## config.mk

```make
export PLATFORM = sky130hd
export DESIGN_NAME = tblptr_unit
export DESIGN_NICKNAME = d
export VERILOG_FILES = /design/src/rtl/tblptr_pkg.sv /design/src/rtl/tblptr_addr_gen.sv /design/src/rtl/tblptr_reg.sv /design/src/rtl/tblptr_unit.sv
export SDC_FILE = /design/constraint.sdc
export NUM_CORES = 1
export LEC_CHECK = 0
export BUFFER_PORTS_ARGS = -buffer_cell sky130_fd_sc_hd__buf_2
export CAP_MARGIN = 10
export CORE_MARGIN = 4
export CORE_UTILIZATION = 35
export CTS_BUF_LIST = sky130_fd_sc_hd__clkbuf_8
export DETAILED_ROUTE_END_ITERATION = 6
export GPL_TIMING_DRIVEN = 0
export PLACE_DENSITY = 0.64
export RECOVER_POWER = 100
export SETUP_SLACK_MARGIN = 0.5
export SLEW_MARGIN = 0
export SYNTH_ARGS = -nofsm -noshare
export SYNTH_HDL_FRONTEND = slang
export SYNTH_SLANG_ARGS = --single-unit
```

## constraint.sdc

```tcl
create_clock -name clk -period 2.8 [get_ports clk]
set_input_delay 0.28 -clock clk [delete_from_list [all_inputs] [get_ports clk]]
set_output_delay 0.28 -clock clk [all_outputs]
set_load 0.1 [all_outputs]
```

## src/rtl/tblptr_pkg.sv

```systemverilog
package tblptr_pkg;
   typedef enum logic [1:0] {
      TF_IDLE  = 2'b00,
      TF_READ  = 2'b01,
      TF_WRITE = 2'b10,
      TF_RSVD  = 2'b11
   } tfunc_e;

   typedef enum logic [1:0] {
      AM_HOLD    = 2'b00,
      AM_POSTINC = 2'b01,
      AM_POSTDEC = 2'b10,
      AM_PREINC  = 2'b11
   } amode_e;
endpackage

```

## src/rtl/tblptr_addr_gen.sv

```systemverilog
module tblptr_addr_gen
   import tblptr_pkg::*;
#(
   parameter int ADDR_W       = 21,
   parameter bit SHARED_ADDER = 1'b1
) (
   input  logic [ADDR_W-1:0] ptr,
   input  logic [1:0]        mode,
   output logic [ADDR_W-1:0] addr,
   output logic [ADDR_W-1:0] ptr_next
);
   localparam logic [ADDR_W-1:0] ONE = ADDR_W'(1);

   logic [ADDR_W-1:0] inc_v;
   logic [ADDR_W-1:0] dec_v;

   initial assert (ADDR_W >= 2) else $error("ADDR_W must be at least 2");

   generate
      if (SHARED_ADDER) begin : g_shared
         logic [ADDR_W-1:0] step;
         logic [ADDR_W-1:0] sum;
         assign step  = (mode == AM_POSTDEC) ? {ADDR_W{1'b1}} : ONE;
         assign sum   = ptr + step;
         assign inc_v = sum;
         assign dec_v = sum;
      end else begin : g_split
         assign inc_v = ptr + ONE;
         assign dec_v = ptr - ONE;
      end
   endgenerate

   always_comb begin
      unique case (mode)
         AM_POSTINC: ptr_next = inc_v;
         AM_POSTDEC: ptr_next = dec_v;
         AM_PREINC:  ptr_next = inc_v;
         default:    ptr_next = ptr;
      endcase
      addr = (mode == AM_PREINC) ? inc_v : ptr;
   end
endmodule

```

## src/rtl/tblptr_reg.sv

```systemverilog
module tblptr_reg #(
   parameter int          W       = 8,
   parameter logic [W-1:0] RST_VAL = '0
) (
   input  logic         clk,
   input  logic         rst_n,
   input  logic         pri_load,
   input  logic [W-1:0] pri_data,
   input  logic         sec_load,
   input  logic [W-1:0] sec_data,
   output logic [W-1:0] q
);
   initial assert (W >= 1) else $error("register width must be positive");

   always_ff @(posedge clk or negedge rst_n) begin
      if (!rst_n)        q <= RST_VAL;
      else if (pri_load) q <= pri_data;
      else if (sec_load) q <= sec_data;
   end
endmodule

```

## src/rtl/tblptr_unit.sv

```systemverilog
module tblptr_unit
   import tblptr_pkg::*;
#(
   parameter int ADDR_W       = 21,
   parameter int DATA_W       = 8,
   parameter bit SHARED_ADDER = 1'b1
) (
   input  logic              clk,
   input  logic              rst_n,
   input  logic [ADDR_W-1:0] pc_addr,
   input  logic [1:0]        tbl_func,
   input  logic [1:0]        tbl_mode,
   input  logic              ptr_we,
   input  logic [ADDR_W-1:0] ptr_wdata,
   input  logic              lat_we,
   input  logic [DATA_W-1:0] lat_wdata,
   input  logic [DATA_W-1:0] prog_rdata,
   output logic [ADDR_W-1:0] prog_addr,
   output logic [DATA_W-1:0] prog_wdata,
   output logic              prog_wr,
   output logic              fetch_hold,
   output logic [ADDR_W-1:0] tbl_ptr,
   output logic [DATA_W-1:0] tbl_lat
);
   logic              is_rd;
   logic              is_wr;
   logic              tbl_act;
   logic [ADDR_W-1:0] tbl_addr;
   logic [ADDR_W-1:0] ptr_nxt;

   initial assert (DATA_W >= 1 && DATA_W <= 64) else $error("DATA_W out of range");

   assign is_rd   = (tbl_func == TF_READ);
   assign is_wr   = (tbl_func == TF_WRITE);
   assign tbl_act = is_rd | is_wr;

   tblptr_addr_gen #(.ADDR_W(ADDR_W), .SHARED_ADDER(SHARED_ADDER)) u_agen (
      .ptr      (tbl_ptr),
      .mode     (tbl_mode),
      .addr     (tbl_addr),
      .ptr_next (ptr_nxt)
   );

   tblptr_reg #(.W(ADDR_W)) u_ptr (
      .clk      (clk),
      .rst_n    (rst_n),
      .pri_load (tbl_act),
      .pri_data (ptr_nxt),
      .sec_load (ptr_we),
      .sec_data (ptr_wdata),
      .q        (tbl_ptr)
   );

   tblptr_reg #(.W(DATA_W)) u_lat (
      .clk      (clk),
      .rst_n    (rst_n),
      .pri_load (tbl_act),
      .pri_data (is_rd ? prog_rdata : tbl_lat),
      .sec_load (lat_we),
      .sec_data (lat_wdata),
      .q        (tbl_lat)
   );

   assign prog_addr  = tbl_act ? tbl_addr : pc_addr;
   assign fetch_hold = tbl_act;
   assign prog_wr    = is_wr;
   assign prog_wdata = is_wr ? tbl_lat : '0;

   AST_IDLE_FOLLOWS_PC: assert property (@(posedge clk) disable iff (!rst_n)
      !fetch_hold |-> (prog_addr == pc_addr && !prog_wr));
   AST_HOLD_KEEPS_PTR: assert property (@(posedge clk) disable iff (!rst_n)
      (tbl_act && tbl_mode == AM_HOLD) |=> $stable(tbl_ptr));
   AST_POSTINC_PTR: assert property (@(posedge clk) disable iff (!rst_n)
      (tbl_act && tbl_mode == AM_POSTINC) |=> tbl_ptr == $past(prog_addr) + ADDR_W'(1));
   AST_POSTDEC_PTR: assert property (@(posedge clk) disable iff (!rst_n)
      (tbl_act && tbl_mode == AM_POSTDEC) |=> tbl_ptr == $past(prog_addr) - ADDR_W'(1));
   AST_PREINC_ADDR_IS_PTR: assert property (@(posedge clk) disable iff (!rst_n)
      (tbl_act && tbl_mode == AM_PREINC) |=> tbl_ptr == $past(prog_addr));
   AST_READ_CAPTURE: assert property (@(posedge clk) disable iff (!rst_n)
      is_rd |=> tbl_lat == $past(prog_rdata));
   AST_WRITE_LATCH_STABLE: assert property (@(posedge clk) disable iff (!rst_n)
      is_wr |=> $stable(tbl_lat));
   AST_WRITE_BUS_ZERO: assert property (@(posedge clk) disable iff (!rst_n)
      !prog_wr |-> prog_wdata == '0);
endmodule

```

Word level (Yosys, flattened, before mapping)
Index checks and enable logic that the tools add are counted.
{"block": "totals", "output_inout_bits": 60, "regBits": 29}
{"block": "classes", "eq_ne": 7, "add_sub_neg": 1, "muxes": 10, "n_bitwise": 1, "reduce_logical": 5}
{"cell": "$mux W21", "count": 6}
{"cell": "$mux W8", "count": 4}
{"cell": "$add A21 B21 Y21", "count": 1}
{"cell": "$eq A2 B2 Y1 const B", "count": 3}
{"cell": "$eq A2 B1 Y1 const B", "count": 2}
{"cell": "$ne A2 B2 Y1 const B", "count": 2}
{"cell": "$reduce_and A2 Y1", "count": 2}
{"cell": "$reduce_bool A2 Y1", "count": 2}
{"cell": "$reduce_or A3 Y1", "count": 1}
{"cell": "$or A1 B1 Y1", "count": 1}

Longest topological paths before layout
{"block": "depth", "word_depth": 5, "mapped_depth": 14, "depth_no_buf": 10}

By module
A second synthesis with hierarchy kept.
{"block": "hier_totals", "hier_cells": 398, "hier_area_um2": 3260.6}
{"mod": "tblptr_addr_gen", "seq_area_each_um2": 0.0, "cells_each": 227, "area_each_um2": 1437.6, "instances": 1}
{"mod": "tblptr_reg (u_ptr)", "seq_area_each_um2": 525.5, "cells_each": 91, "area_each_um2": 989.7, "instances": 1}
{"mod": "tblptr_unit", "seq_area_each_um2": 0.0, "cells_each": 46, "area_each_um2": 460.4, "instances": 1}
{"mod": "tblptr_reg (u_lat)", "seq_area_each_um2": 200.2, "cells_each": 34, "area_each_um2": 372.9, "instances": 1}

Worst setup path after synthesis
OpenSTA, ideal clock, no wires.
{"block": "synth_timing", "kind": "reg-to-output", "from": "register u_ptr.q[1]", "to": "output prog_addr[14]", "required_ns": 2.520, "path_slack_ns": -2.370, "t_arrival_ns": 4.890, "stages_incl_launch_ff": 12, "cell_sequence": "dfrtp_1 > clkbuf_1 > xnor2_1 > ha_1 > clkbuf_1 > and4_1 > o21ai_0 > a22oi_2 > mux2_2 > nand2_1 > xor2_1 > o21ai_0"}
{"block": "synth_via", "elab_chain_len": 3}
{"item": "from (decl)", "line_no": "tblptr_reg.sv:11", "rtl": "output logic [W-1:0] q"}
{"item": "from (signal assigned)", "line_no": "tblptr_reg.sv:17", "rtl": "else if (pri_load) q <= pri_data;"}
{"item": "from (signal assigned)", "line_no": "tblptr_reg.sv:18", "rtl": "else if (sec_load) q <= sec_data;"}
{"item": "$add A21 B21 Y21", "line_no": "tblptr_addr_gen.sv:24", "rtl": "assign sum = ptr + step;"}
{"item": "$mux W21", "line_no": "tblptr_addr_gen.sv:40", "rtl": "addr = (mode == AM_PREINC) ? inc_v : ptr;"}
{"item": "$mux W21", "line_no": "tblptr_unit.sv:64", "rtl": "assign prog_addr = tbl_act ? tbl_addr : pc_addr;"}
{"item": "to (decl)", "line_no": "tblptr_unit.sv:18", "rtl": "output logic [ADDR_W-1:0] prog_addr,"}
No other way between the ends.

Final worst setup path
{"block": "layout_timing", "from": "register u_ptr.q[7]", "to": "output prog_addr[14]"}
Same word-level chain as after synthesis.

==> key figures <==
STA
  • Clock Skew: 0.00398 ns
  • Final WS setup: -0.322 ns
  • Final worst path period share: 111%
  • Setup violators final: 11
  • RSZ-0062 raised after global routing: yes
  • Worst rel slew slack: -16.2%
  • Final Max Slew Viols: 30
  • Post-layout min period: 3.12 ns
  • Fmax: 320 MHz
  • Final hold violations: 0
  • Least-Margin Pin Slew: 1.74 ns
  • Setup TNS: -1.81 ns

GRT
  • Largest net degree at the start of global routing: 30
  • Number of global-route vias before repair: 3970
  • Grt ovf: 0
  • Antenna violations before repair: 0
  • Global Route Usage Sum: 24.9%
  • Global-route wire length before repair: 20300 µm

Critical path
  • Worst EP required: 2.52 ns
  • Worst R2R End: u_ptr.q[20]$_DFFE_PN0P_
  • Slowest stage cell, crit path: dfrtp_4
  • Worst Path Arrival: 2.84 ns
  • R2R depth: 10
  • Crit Path Max Fanout: 3
  • Most common cell on crit path: or3_4
  • WS Path Type: reg2out
  • CP Launch Type: flip-flop
  • Crit path cell chain: or3_4 > buf_4 > or3_4 > nor4_1 > mux2_4 > nand2_4 > xor2_4 > o21ai_4 > buf_12
  • Worst path max stage delay: 0.48 ns
  • Crit. End Element: primary output
  • Reg-to-reg slack, setup: 0.24 ns
  • Worst R2R Start: u_ptr.q[7]$_DFFE_PN0P_

Logic synthesis
  • Ys async rst share: 100%
  • Cell Area, Synth: 3080 µm²
  • Syn Nets: 494
  • Synth unique cells: 59
  • Yosys warning total: 0
  • Avg Cell Area, Syn: 7.24 µm²
  • Number of synthesized flops with an enable pin: 0
  • Cell taking the most area after synthesis: dfrtp_1
  • Number of synthesized register bits: 29
  • Synth top area share: 23.6%
  • Synth Flop Type: dfrtp_1
  • Mapped Cells: 425
  • Top cells by area, synth: dfrtp_1 24%, mux2i_1 7.8%, nand2_1 6.7%
  • Register area share after synthesis: 23.6%

Die
  • Initial Utilization: 36.7%
  • Core Region: 8380 µm²
  • Full die area: 10400 µm²
  • Die Y: 102 µm
  • IO Pins: 126
  • Die Width: 102 µm
  • Placement Rows: 33

Detailed routing
  • Vias: 4167
  • DRT Pass-1 Iters: 5
  • Routed wl met3: 1390 µm
  • Metal2 WL: 6540 µm
  • DRC viols: 0
  • Uppermost layer routed: met4
  • DRT iter0 DRCs: 405
  • Post-DR vias/cell: 5.75
  • Routed WL: 14000 µm
  • Post-route ant nets: 0
  • M1 wire length: 5620 µm
  • Post-DR wirelength/cell: 19.3 µm

Finish
  • Post-Layout Cell Count: 725
  • Layout cells sized above 1: 58.1%
  • Antenna Cells: 0
  • # fillers: 647
  • Post-layout net count: 688
  • Final instance area: 5870 µm²
  • Final core utilization: 70.0%
  • Area grow syn2layout: 90.7%

Power
  • Power Dens Cells: 809 nW/µm²
  • Peak VDD IR: 0.700 mV
  • Leak pwr: 2.42 nW
  • Total power: 4.75 mW

Clocking
  • Total CTS buffers: 5
  • Root Driver: clkbuf_8
  • H-tree depth: 2
  • TritonCTS clock tree: built
  • Max Root-Sink Buffers: 2
  • CTS sink count: 29
  • Cts-stage hold buffer count: 0
  • Clk slew on worst S/H paths: 0.07 ns
  • Clk_lat worst skew: 0.28 ns

Worst hold path
  • Hold Path Sink: u_ptr.q[12]$_DFFE_PN0P_
  • Hold crit path type: in2reg
  • Min-delay src: ptr_wdata[12]
  • WHS Path Cells: 2

Placed design
  • Number of I/O port buffers: 124
  • Area after DPL: 4290 µm²
  • Dpl cells: 654
  • Post-DP HPWL: 9460 µm
  • RD Place Congestion: 0.968

Outcome
  • Violated checks: capacitance limit, slew limit, setup timing
  • Status: finished, violations left

Job
  • Max cap viols: 1
## timing repair
item	in CTS	in global routing
resized for setup	157	89
pin swaps	32	39
cloned	0	0
endpoints found under the setup margin	32	35
buffers inserted	37	26
## cell usage in the layout, fill, tap and decap left out, types with 4 or more instances in the layout
cell type | synthesis | layout
o21ai_0 | 38 | 9
clkbuf_8 | 0 | 7
buf_4 | 2 | 48
dfrtp_2 | 0 | 9
mux2i_1 | 24 | 19
nor2_1 | 22 | 17
clkbuf_2 | 0 | 9
o21ai_2 | 0 | 5
a31oi_1 | 6 | 4
nor2_2 | 1 | 4
buf_2 | 5 | 97
o21ai_4 | 0 | 22
nand3_1 | 17 | 13
nand2_4 | 0 | 6
buf_8 | 0 | 7
dfrtp_1 | 29 | 10
o22ai_1 | 14 | 12
nor2b_1 | 9 | 9
nand2_2 | 0 | 6
nand2_1 | 55 | 43
o21ai_1 | 4 | 6
a22oi_1 | 6 | 5
dfrtp_4 | 0 | 10
nand4_1 | 5 | 5
nor4_4 | 0 | 4
buf_12 | 0 | 19
a211oi_1 | 11 | 10
and2_2 | 0 | 8
nand3_2 | 0 | 4
or3_4 | 1 | 6
or3_1 | 9 | 4
a21oi_1 | 24 | 20
clkbuf_1 | 34 | 24
xnor2_2 | 0 | 5
nor3_1 | 15 | 12
mux2i_4 | 0 | 4
buf_6 | 0 | 20
and3_1 | 5 | 5
xor2_2 | 0 | 10
## area by class of cell
cell class	instances	area [µm²]	area share, %
buffer	43	297	5.05
sequential	29	774	13.2
clock inverter	3	17.5	0.299
multi-input combinational	349	3120	53.1
inverter	4	15.0	0.256
tap	105	131	2.24
timing repair buffer	187	1450	24.7
clock buffer	5	68.8	1.17
## synth_stat cells (2+ instances only)
master    number
buf_2          5
clkbuf_1      34
or2_2          3
buf_4          2
nand3_1       17
nor4_1         6
o21a_1         2
and3_1         5
o32ai_1        2
a211oi_1      11
nor2b_1        9
and4_1         2
a21oi_1       24
nor3b_1        3
o21ai_1        4
mux2_2         2
inv_1          3
mux2i_1       24
o22ai_1       14
a22oi_1        6
o211ai_1       2
nor3_1        15
dfrtp_1       29
nand4_1        5
buf_1          2
xnor2_1        8
nand2_1       55
o21ai_0       38
and2_1        12
a31oi_1        6
xor2_1        16
nor2_1        22
or3_1          9
ha_1           3
## layer usage
metal  vias up  track usage (%)
met2       261             42.4
met5         -                0
met4         0             6.24
li1       1932                -
met3        42             4.68
met1      1932             32.5
## registers in the layout, summed over array words and instances (netlist names)
signal   cells
u_lat.q      8
u_ptr.q     21
## worst max path at each step
stage	startpoint	end	slack [ns]	depth (start not counted)
2_1_floorplan	tbl_mode[0]	prog_addr[18]	-0.35	14
3_3_place_gp	tbl_mode[0]	prog_addr[18]	-0.77	16
3_5_place_dp	tbl_mode[0]	prog_addr[18]	-0.79	16
4_1_cts	u_ptr.q[7]$_DFFE_PN0P_	prog_addr[15]	-0.29	9
5_1_grt	u_ptr.q[7]$_DFFE_PN0P_	prog_addr[15]	-0.39	9
6_report	u_ptr.q[7]$_DFFE_PN0P_	prog_addr[14]	-0.32	9
## where the power goes
group	internal (mW)	switching (mW)
Sequential	0.567	0.154
Clock	0.171	0.178
Combinational	1.12	2.56
## per-stage QoR
stage | setup slack [ns] | hold slack [ns]
floorplan | -0.349 | -0.0156
global placement | -0.772 | 0.370
detailed placement | -0.792 | 0.386
CTS | -0.286 | 0.0707
global route | -0.391 | 0.227
finish | -0.322 | 0.230
## critical path: cells and delay by family, from the launching register on
family          cells  cell delay (ns)
xor+xnor            1             0.16
compound gates      1             0.17
mux                 1             0.27
flops               1             0.48
buf+inv             2             0.33
simple gates        4             1.14
## logic make-up after synthesis
group / count (synthesis) / share of synthesized area [%]
compound gates: 124 / 25.2
xor+xnor: 24 / 6.83
fa+ha+maj: 3 / 1.22
buf+inv: 47 / 6.18
flops: 29 / 23.6
mux: 26 / 8.54
simple gates: 172 / 28.5
Power figures use the tool's default switching activity.
